<file path="src/rtl/dbpcu_pkg.sv">
package dbpcu_pkg;

  // Condition field of a control op (bits 1:0)
  typedef enum logic [1:0] {
    COND_NONE    = 2'b00,
    COND_ALWAYS  = 2'b01,
    COND_ZERO    = 2'b10,
    COND_NONZERO = 2'b11
  } cond_e;

  // Control op: bit 2 picks the immediate as target source
  typedef struct packed {
    logic  use_imm;
    cond_e cond;
  } ctl_op_t;

  localparam int unsigned CTL_OP_W = $bits(ctl_op_t);

endpackage

</file>
<file path="src/rtl/dbpcu_decide.sv">
module dbpcu_decide
  import dbpcu_pkg::*;
#(
  parameter int unsigned DATA_W = 16
) (
  input  ctl_op_t           op,
  input  logic [DATA_W-1:0] test_val,
  output logic              take,
  output logic              use_imm
);

  logic is_zero;

  assign is_zero = ~|test_val;
  assign use_imm = op.use_imm;

  always_comb begin
    unique case (op.cond)
      COND_ALWAYS:  take = 1'b1;
      COND_ZERO:    take = is_zero;
      COND_NONZERO: take = ~is_zero;
      default:      take = 1'b0;
    endcase
  end

  // no condition field means never taken
  always_comb begin
    if (op.cond == COND_NONE) begin
      p_none_never_taken_r10: assert (!take || $isunknown(op));
    end
  end

endmodule

</file>
<file path="src/rtl/dbpcu_target.sv">
module dbpcu_target #(
  parameter int unsigned ADDR_W = 16,
  parameter int unsigned DATA_W = 16,
  parameter int unsigned IMM_W  = 8
) (
  input  logic [DATA_W-1:0] reg_val,
  input  logic [IMM_W-1:0]  imm,
  input  logic              use_imm,
  output logic [ADDR_W-1:0] target
);

  logic [ADDR_W-1:0] reg_tgt;
  logic [ADDR_W-1:0] imm_tgt;

  generate
    if (DATA_W >= ADDR_W) begin : g_reg_trunc
      assign reg_tgt = reg_val[ADDR_W-1:0];
    end else begin : g_reg_ext
      assign reg_tgt = {{(ADDR_W-DATA_W){1'b0}}, reg_val};
    end

    if (IMM_W >= ADDR_W) begin : g_imm_trunc
      assign imm_tgt = imm[ADDR_W-1:0];
    end else begin : g_imm_ext
      // immediate targets are zero-extended
      assign imm_tgt = {{(ADDR_W-IMM_W){1'b0}}, imm};
    end
  endgenerate

  assign target = use_imm ? imm_tgt : reg_tgt;

endmodule

</file>
<file path="src/rtl/dbpcu_seq.sv">
module dbpcu_seq #(
  parameter int unsigned ADDR_W     = 16,
  parameter logic [ADDR_W-1:0] RESET_ADDR = '0
) (
  input  logic              clk,
  input  logic              rst,
  input  logic              adv,
  input  logic              take,
  input  logic [ADDR_W-1:0] target,
  output logic [ADDR_W-1:0] pc,
  output logic              slot
);

  logic [ADDR_W-1:0] pc_q;
  logic [ADDR_W-1:0] pc_inc;
  logic [ADDR_W-1:0] pc_nxt;
  logic              slot_q;

  assign pc_inc = pc_q + ADDR_W'(1);
  assign pc_nxt = take ? target : pc_inc;

  always_ff @(posedge clk) begin
    if (rst) begin
      pc_q   <= RESET_ADDR;
      slot_q <= 1'b0;
    end else if (adv) begin
      pc_q   <= pc_nxt;
      slot_q <= take;
    end
  end

  assign pc   = pc_q;
  assign slot = slot_q;

  // reset vector and cleared marker
  p_reset_state_r1: assert property (@(posedge clk)
    rst |=> (pc == RESET_ADDR) && !slot);

  // sequential advance with wrap
  p_seq_advance_r2: assert property (@(posedge clk) disable iff (rst)
    (adv && !take) |=> pc == $past(pc) + ADDR_W'(1));

  // stall freezes all state
  p_stall_hold_r3: assert property (@(posedge clk) disable iff (rst)
    !adv |=> $stable(pc) && $stable(slot));

  // taken target lands exactly one edge later
  p_target_lands_r7: assert property (@(posedge clk) disable iff (rst)
    (adv && take) |=> pc == $past(target));

  // marker follows a taken op
  p_slot_marks_r8: assert property (@(posedge clk) disable iff (rst)
    adv |=> slot == $past(take));

endmodule

</file>
<file path="src/rtl/delay_branch_pcu.sv">
module delay_branch_pcu
  import dbpcu_pkg::*;
#(
  parameter int unsigned ADDR_W = 16,
  parameter int unsigned DATA_W = 16,
  parameter int unsigned IMM_W  = 8
) (
  input  logic              clk,
  input  logic              rst,
  input  logic              fetch_en,
  input  logic [2:0]        ctl_op,
  input  logic [DATA_W-1:0] reg_val,
  input  logic [IMM_W-1:0]  imm,
  input  logic [DATA_W-1:0] test_val,
  output logic [ADDR_W-1:0] fetch_addr,
  output logic              delay_slot
);

  localparam logic [ADDR_W-1:0] RESET_ADDR = '0;

  ctl_op_t           op;
  logic              take;
  logic              use_imm;
  logic [ADDR_W-1:0] target;

  assign op = ctl_op_t'(ctl_op);

  dbpcu_decide #(.DATA_W(DATA_W)) u_decide (
    .op       (op),
    .test_val (test_val),
    .take     (take),
    .use_imm  (use_imm)
  );

  dbpcu_target #(.ADDR_W(ADDR_W), .DATA_W(DATA_W), .IMM_W(IMM_W)) u_target (
    .reg_val (reg_val),
    .imm     (imm),
    .use_imm (use_imm),
    .target  (target)
  );

  dbpcu_seq #(.ADDR_W(ADDR_W), .RESET_ADDR(RESET_ADDR)) u_seq (
    .clk    (clk),
    .rst    (rst),
    .adv    (fetch_en),
    .take   (take),
    .target (target),
    .pc     (fetch_addr),
    .slot   (delay_slot)
  );

  // zero-test op with non-zero register falls through
  p_zero_fails_r5: assert property (@(posedge clk) disable iff (rst)
    (fetch_en && ctl_op[1:0] == 2'b10 && test_val != '0)
      |=> fetch_addr == $past(fetch_addr) + ADDR_W'(1));

  // non-zero-test op with zero register falls through
  p_nonzero_fails_r5: assert property (@(posedge clk) disable iff (rst)
    (fetch_en && ctl_op[1:0] == 2'b11 && test_val == '0)
      |=> fetch_addr == $past(fetch_addr) + ADDR_W'(1));

  // a taken immediate form lands within the immediate range
  p_imm_range_r6: assert property (@(posedge clk) disable iff (rst)
    (fetch_en && ctl_op == 3'b101)
      |=> (fetch_addr >> IMM_W) == '0);

  // unconditional register form lands on the operand
  p_reg_load_r4: assert property (@(posedge clk) disable iff (rst)
    (fetch_en && ctl_op == 3'b001)
      |=> fetch_addr == $past(reg_val[ADDR_W-1:0]));

endmodule

</file>
<file path="config.mk">
export PLATFORM = sky130hd
export DESIGN_NAME = delay_branch_pcu
export DESIGN_NICKNAME = d
export VERILOG_FILES = /design/src/rtl/dbpcu_pkg.sv /design/src/rtl/dbpcu_decide.sv /design/src/rtl/dbpcu_target.sv /design/src/rtl/dbpcu_seq.sv /design/src/rtl/delay_branch_pcu.sv
export SDC_FILE = /design/constraint.sdc
export NUM_CORES = 1
export LEC_CHECK = 0
export ABC_AREA = 1
export BUFFER_PORTS_ARGS = -buffer_cell sky130_fd_sc_hd__buf_2
export CAP_MARGIN = 20
export CORE_MARGIN = 1.5
export CORE_UTILIZATION = 25
export DETAILED_ROUTE_END_ITERATION = 16
export GPL_ROUTABILITY_DRIVEN = 0
export PLACE_DENSITY = 0.5
export SYNTH_ARGS = -nofsm -noshare
export SYNTH_HDL_FRONTEND = slang
export SYNTH_SLANG_ARGS = --single-unit
</file>
<file path="constraint.sdc">
create_clock -name clk -period 1.5 [get_ports clk]
set_input_delay 0.075 -clock clk [delete_from_list [all_inputs] [get_ports clk]]
set_output_delay 0.075 -clock clk [all_outputs]
set_load 0.05 [all_outputs]
</file>
Word-level counts from Yosys, hierarchy flattened
Cells that the tools add are included.

word-level totals
  logic and storage cells = 11
  register bits = 17
  input port bits = 46

cells by class
  eq/ne operators = 3
  reductions and logical operators = 2
  muxes and demuxes = 3
  add/sub/neg operators = 1

operators with widths
  operator                                                               number
  16-bit two-way mux                                                     2
  16-bit by 1-bit adder with 16-bit output, second input constant        1
  16-bit OR reduction                                                    1
  2-bit equality test, second input constant                             2
  1-bit case mux with 3 select lines                                     1
  2-bit by 1-bit equality test with 1-bit output, second input constant  1
  1-bit logical NOT                                                      1

Logic depth before layout (Yosys ltp)
  depth in word-level cells = 4
  mapped depth = 11
  depth with buffers taken out = 11

By module
From an unflattened synthesis, not the netlist that was laid out.

second synthesis, totals
  cell total of the unflattened synthesis = 245
  area, all modules = 1397.6 µm²

modules (own cells, without submodules)
  module        cells an instance  area each (µm²)  times used  seq. area each (µm²)
  dbpcu_seq     178                1116.1           1           340.3
  dbpcu_target  43                 180.2            1           0.0
  dbpcu_decide  24                 101.3            1           0.0

Least setup slack after synthesis
No wires, ideal clock.

  path type = flip-flop to flip-flop
  start = reg u_seq.pc_q[1] (netlist: u_seq.pc[1])
  end = reg u_seq.pc_q[12] (netlist: u_seq.pc[12])
  clock period less this slack = 1.900 ns
  path slack = -0.400 ns
  buffers on the path = 0
  arrival time = 1.791 ns
  setup time = 0.109 ns
  stages on the path, launching flop included = 11
  required time = 1.391 ns
  cell sequence = dfxtp_1 ha_1 nand2_1 nor2_1 nand3_1 nand2_1 inv_1 o21ai_0 nand3_1 nand2_1 inv_1

between the ends
  longest elaborated chain between the ends = 2

ends and longest elaborated chain
  item                                      RTL line         text
  from (decl)                               dbpcu_seq.sv:14  logic [ADDR_W-1:0] pc_q;
  from (signal assigned)                    dbpcu_seq.sv:27  pc_q <= pc_nxt;
  16-bit by 1-bit adder with 16-bit output  dbpcu_seq.sv:19  assign pc_inc = pc_q + ADDR_W'(1);
  16-bit two-way mux                        dbpcu_seq.sv:20  assign pc_nxt = take ? target : pc_inc;

No other way between the ends.
A chain may end at the register's enable or synchronous reset.

Worst setup path in the final report
  start = reg u_seq.pc_q[1] (netlist: u_seq.pc[1])
  end = reg u_seq.pc_q[8] (netlist: u_seq.pc[8])

The elaborated chain is that of the path after synthesis.

==> impl_metrics.yaml <==
worst_hold_path:
  hp-class: "in -> reg"
  worstHoldEndpoint: "u_seq.pc[12]"
  hold_depth: 5
  hp-start: "reg_val[12]"
clock_tree:
  htreeDepth: 1
  hold_buffers: 0
  cts-buffers-inserted: 3
  cts_sinks: 17
  cts_tree: "built"
  insertion_delay_ns: 0.26
  clockBufferDepth: 2
  clk_pin_slew_ns: 0.07
  cts-root-buf: "clkbuf_8"
placed_design:
  port_buffers: 62
  placed_area_sq_mm: 0.00190
  hpwlAfterDp_microns: 3390
  place_inst: 383
worst_setup_path:
  required_ns: 1.64
  critical-path-top-delay-family: "simple AND/OR/NAND/NOR gates"
  cpMostUsedCell: "nand2_1"
  reg2reg_depth: 11
  worst-path-buf-inv: 2
  cp_slowest_cell: "dfxtp_4"
  critPathMaxStageDelay_ns: 0.37
  regToRegSetupSlack_ns: 0.08
  critical_path_peak_fanout: 5
  critPathArrivalTime_ns: 1.55
  timing.rr.start: "u_seq.pc[1]"
  path_cells: "ha_2 > nand2_2 > nor2_4 > buf_4 > nand2_1 > nand2_1 > nand2_1 > inv_1 > nand3_1 > nand3_1 > a21oi_2"
  worstSetupPathType: "reg -> reg"
  start_kind: "register"
  end_kind: "register"
  reg2reg_to: "u_seq.pc[8]"
global_routing:
  antenna_found_initial: 0
  met3_usage_pct: 2.99
  first_global_vias: 1604
  grt.busiest_layer: "met2"
  use_met2_pct: 24.8
  grt_max_degree: 16
  grt_pass1_wl_microns: 7240
  track_usage_pct: 14.4
  grt_overflow_total: 0
  grtUsageMet1_pct: 18.6
timing:
  finalClockSkew_ns: 0.00124
  tns_ns: 0
  period_needed_ns: 1.42
  relSlewSlack_pct: 70.9
  setup_viol: 0
  finalHoldViolCount: 0
  tightest_slew_ns: 0.436
  whs_ns: 0.131
  maxSlewViolCount: 0
  post-route-period-util_pct: 94.4
  fmax_mhz: 706
cells_and_area:
  area_delta_synth_final_pct: 36.2
  drive_gt1_share_pct: 33.8
  antenna_cells: 0
  stdcell_count: 389
  num-nets-final: 365
  stdcell_area_sq_mm: 0.00199
  fin_util_pct: 35.6
yosys:
  synth_top_cell_area_share_pct: 23.3
  synth_ff_type: "dfxtp_1"
  async_reset_ff_share_pct: 0
  synth.distinct_cells: 28
  syn-cell-area_sq_mm: 0.00146
  yosysSeqAreaShare_pct: 23.3
  synthTopCellsByArea: "dfxtp_1 (23%), nand2_1 (21%), nand3_1 (11%), inv_1 (7.2%), nor2_1 (7.2%)"
  yosysWarnings: 0
  synth_common_cells: "nand2_1 (81), nand3_1 (31), inv_1 (28), nor2_1 (28), dfxtp_1 (17)"
  synth_edf_count: 0
  ys_ff_latch: 17
  synth_nets: 294
  syn_avg_cell_area_sq_um: 5.90
  synth_area_leader_cell: "dfxtp_1"
  synth_most_common_cell: "nand2_1"
  syn_inst: 247
floorplan:
  dieHeight_microns: 79.4
  io_pins: 63
  dieArea_sq_mm: 0.00630
  core_area_sq_mm: 0.00557
  row_count: 27
  start_util_pct: 26.2
  die_w_microns: 79.4
power:
  p_leak_nw: 1.02
  vdd_drop_max_mv: 0.418
  power.density_mw_per_mm2: 656
routing:
  dr.pass1.iters: 4
  vias_per_cell: 4.42
  finalWirelength_microns: 4300
  num_vias: 1718
  drc: 0
  routedWlPerCell_microns: 11.0
  dr.first_iter.drc_count: 51
  ant_nets: 0
run_status:
  status: "finished clean"
run:
  cap_viol_max_count: 0
[how the worst max path moves through the flow]
| stage | start | to | slack (ns) | cells past startpoint |
|---|---|---|---|---|
| global placement | u_seq.pc[1] | u_seq.pc[12] | 0.06 | 10 |
| detailed placement | u_seq.pc[1] | u_seq.pc[12] | 0.04 | 10 |
| finish | u_seq.pc[1] | u_seq.pc[8] | 0.08 | 11 |
| CTS | u_seq.pc[1] | u_seq.pc[12] | 0.03 | 10 |
| floorplan | u_seq.pc[1] | u_seq.pc[14] | -0.04 | 7 |
| global route | u_seq.pc[1] | u_seq.pc[14] | -0.02 | 7 |
[report_power, final]
part / internal, W / switching [W]
logic: 0.000147 / 0.000274
registers: 0.000484 / 0.0000360
clock network: 0.000189 / 0.000173
[state kept, by name, indices dropped and copies added (netlist names)]
name        count
u_seq.slot      1
u_seq.pc       16
[cells in the final DEF (no fill, tap or decap), drive strengths merged]
master and n:
nand4 5, nor2 30, nand2 89, o21ai 4, nand3b 1, nor3 3
or2 2, dfxtp 17, mux2i 4, ha 1, clkbuf 4, o211ai 1
a21oi 14, xor2 6, buf 73, xnor2 3, inv 28, nand3 32
[through the flow]
step,setup WS [ns],power (W)
after floorplan,-0.0371,0.000810
after global placement,0.0591,0.000948
after detailed placement,0.0402,0.000950
after CTS,0.0261,0.00132
after global routing,-0.0240,0.00139
final,0.0845,0.00130
[worst reg2reg max path: cells and delay by family (launching register included)]
family / cells / cell delay (ns)
and+or+nand+nor: 7 / 0.52
DFF: 1 / 0.37
buffers and inverters: 2 / 0.17
AOI/OAI and AO/OA: 1 / 0.06
adders and majority gates: 1 / 0.18
[per-layer routing]
metal / share of wire [%] / wire, microns / up-vias
met5: 0 / 0 / -
met4: 0.49 / 21 / 0
met3: 4.8 / 205 / 2
met2: 47 / 2010 / 36
met1: 48 / 2070 / 753
li1: - / - / 927
[kinds of logic after synthesis]
family	after synthesis	synth area share, %
DFF	17	23.3
adders and majority gates	1	0.858
xor gates and xnor gates	9	5.41
and+or+nand+nor	162	50.6
muxes	4	2.75
buffers and inverters	35	10.1
AOI/OAI and AO/OA	19	6.95
[layout make-up]
type                       instances  area [sq um]
multi-input combinational        195           996
tap                               72          90.1
fill                             656          3590
inverter                          28           105
clock buffer                       4          45.0
timing repair buffer              73           393
sequential                        17           357
[repair_timing]
item | 4_1_cts | 5_1_grt
gates resized for setup | 0 | 9
endpoints found under the setup margin | 0 | 5
buffers inserted | 0 | 2
endpoints found under the hold margin | 0 | 0
Power figures use the tool's default switching activity.
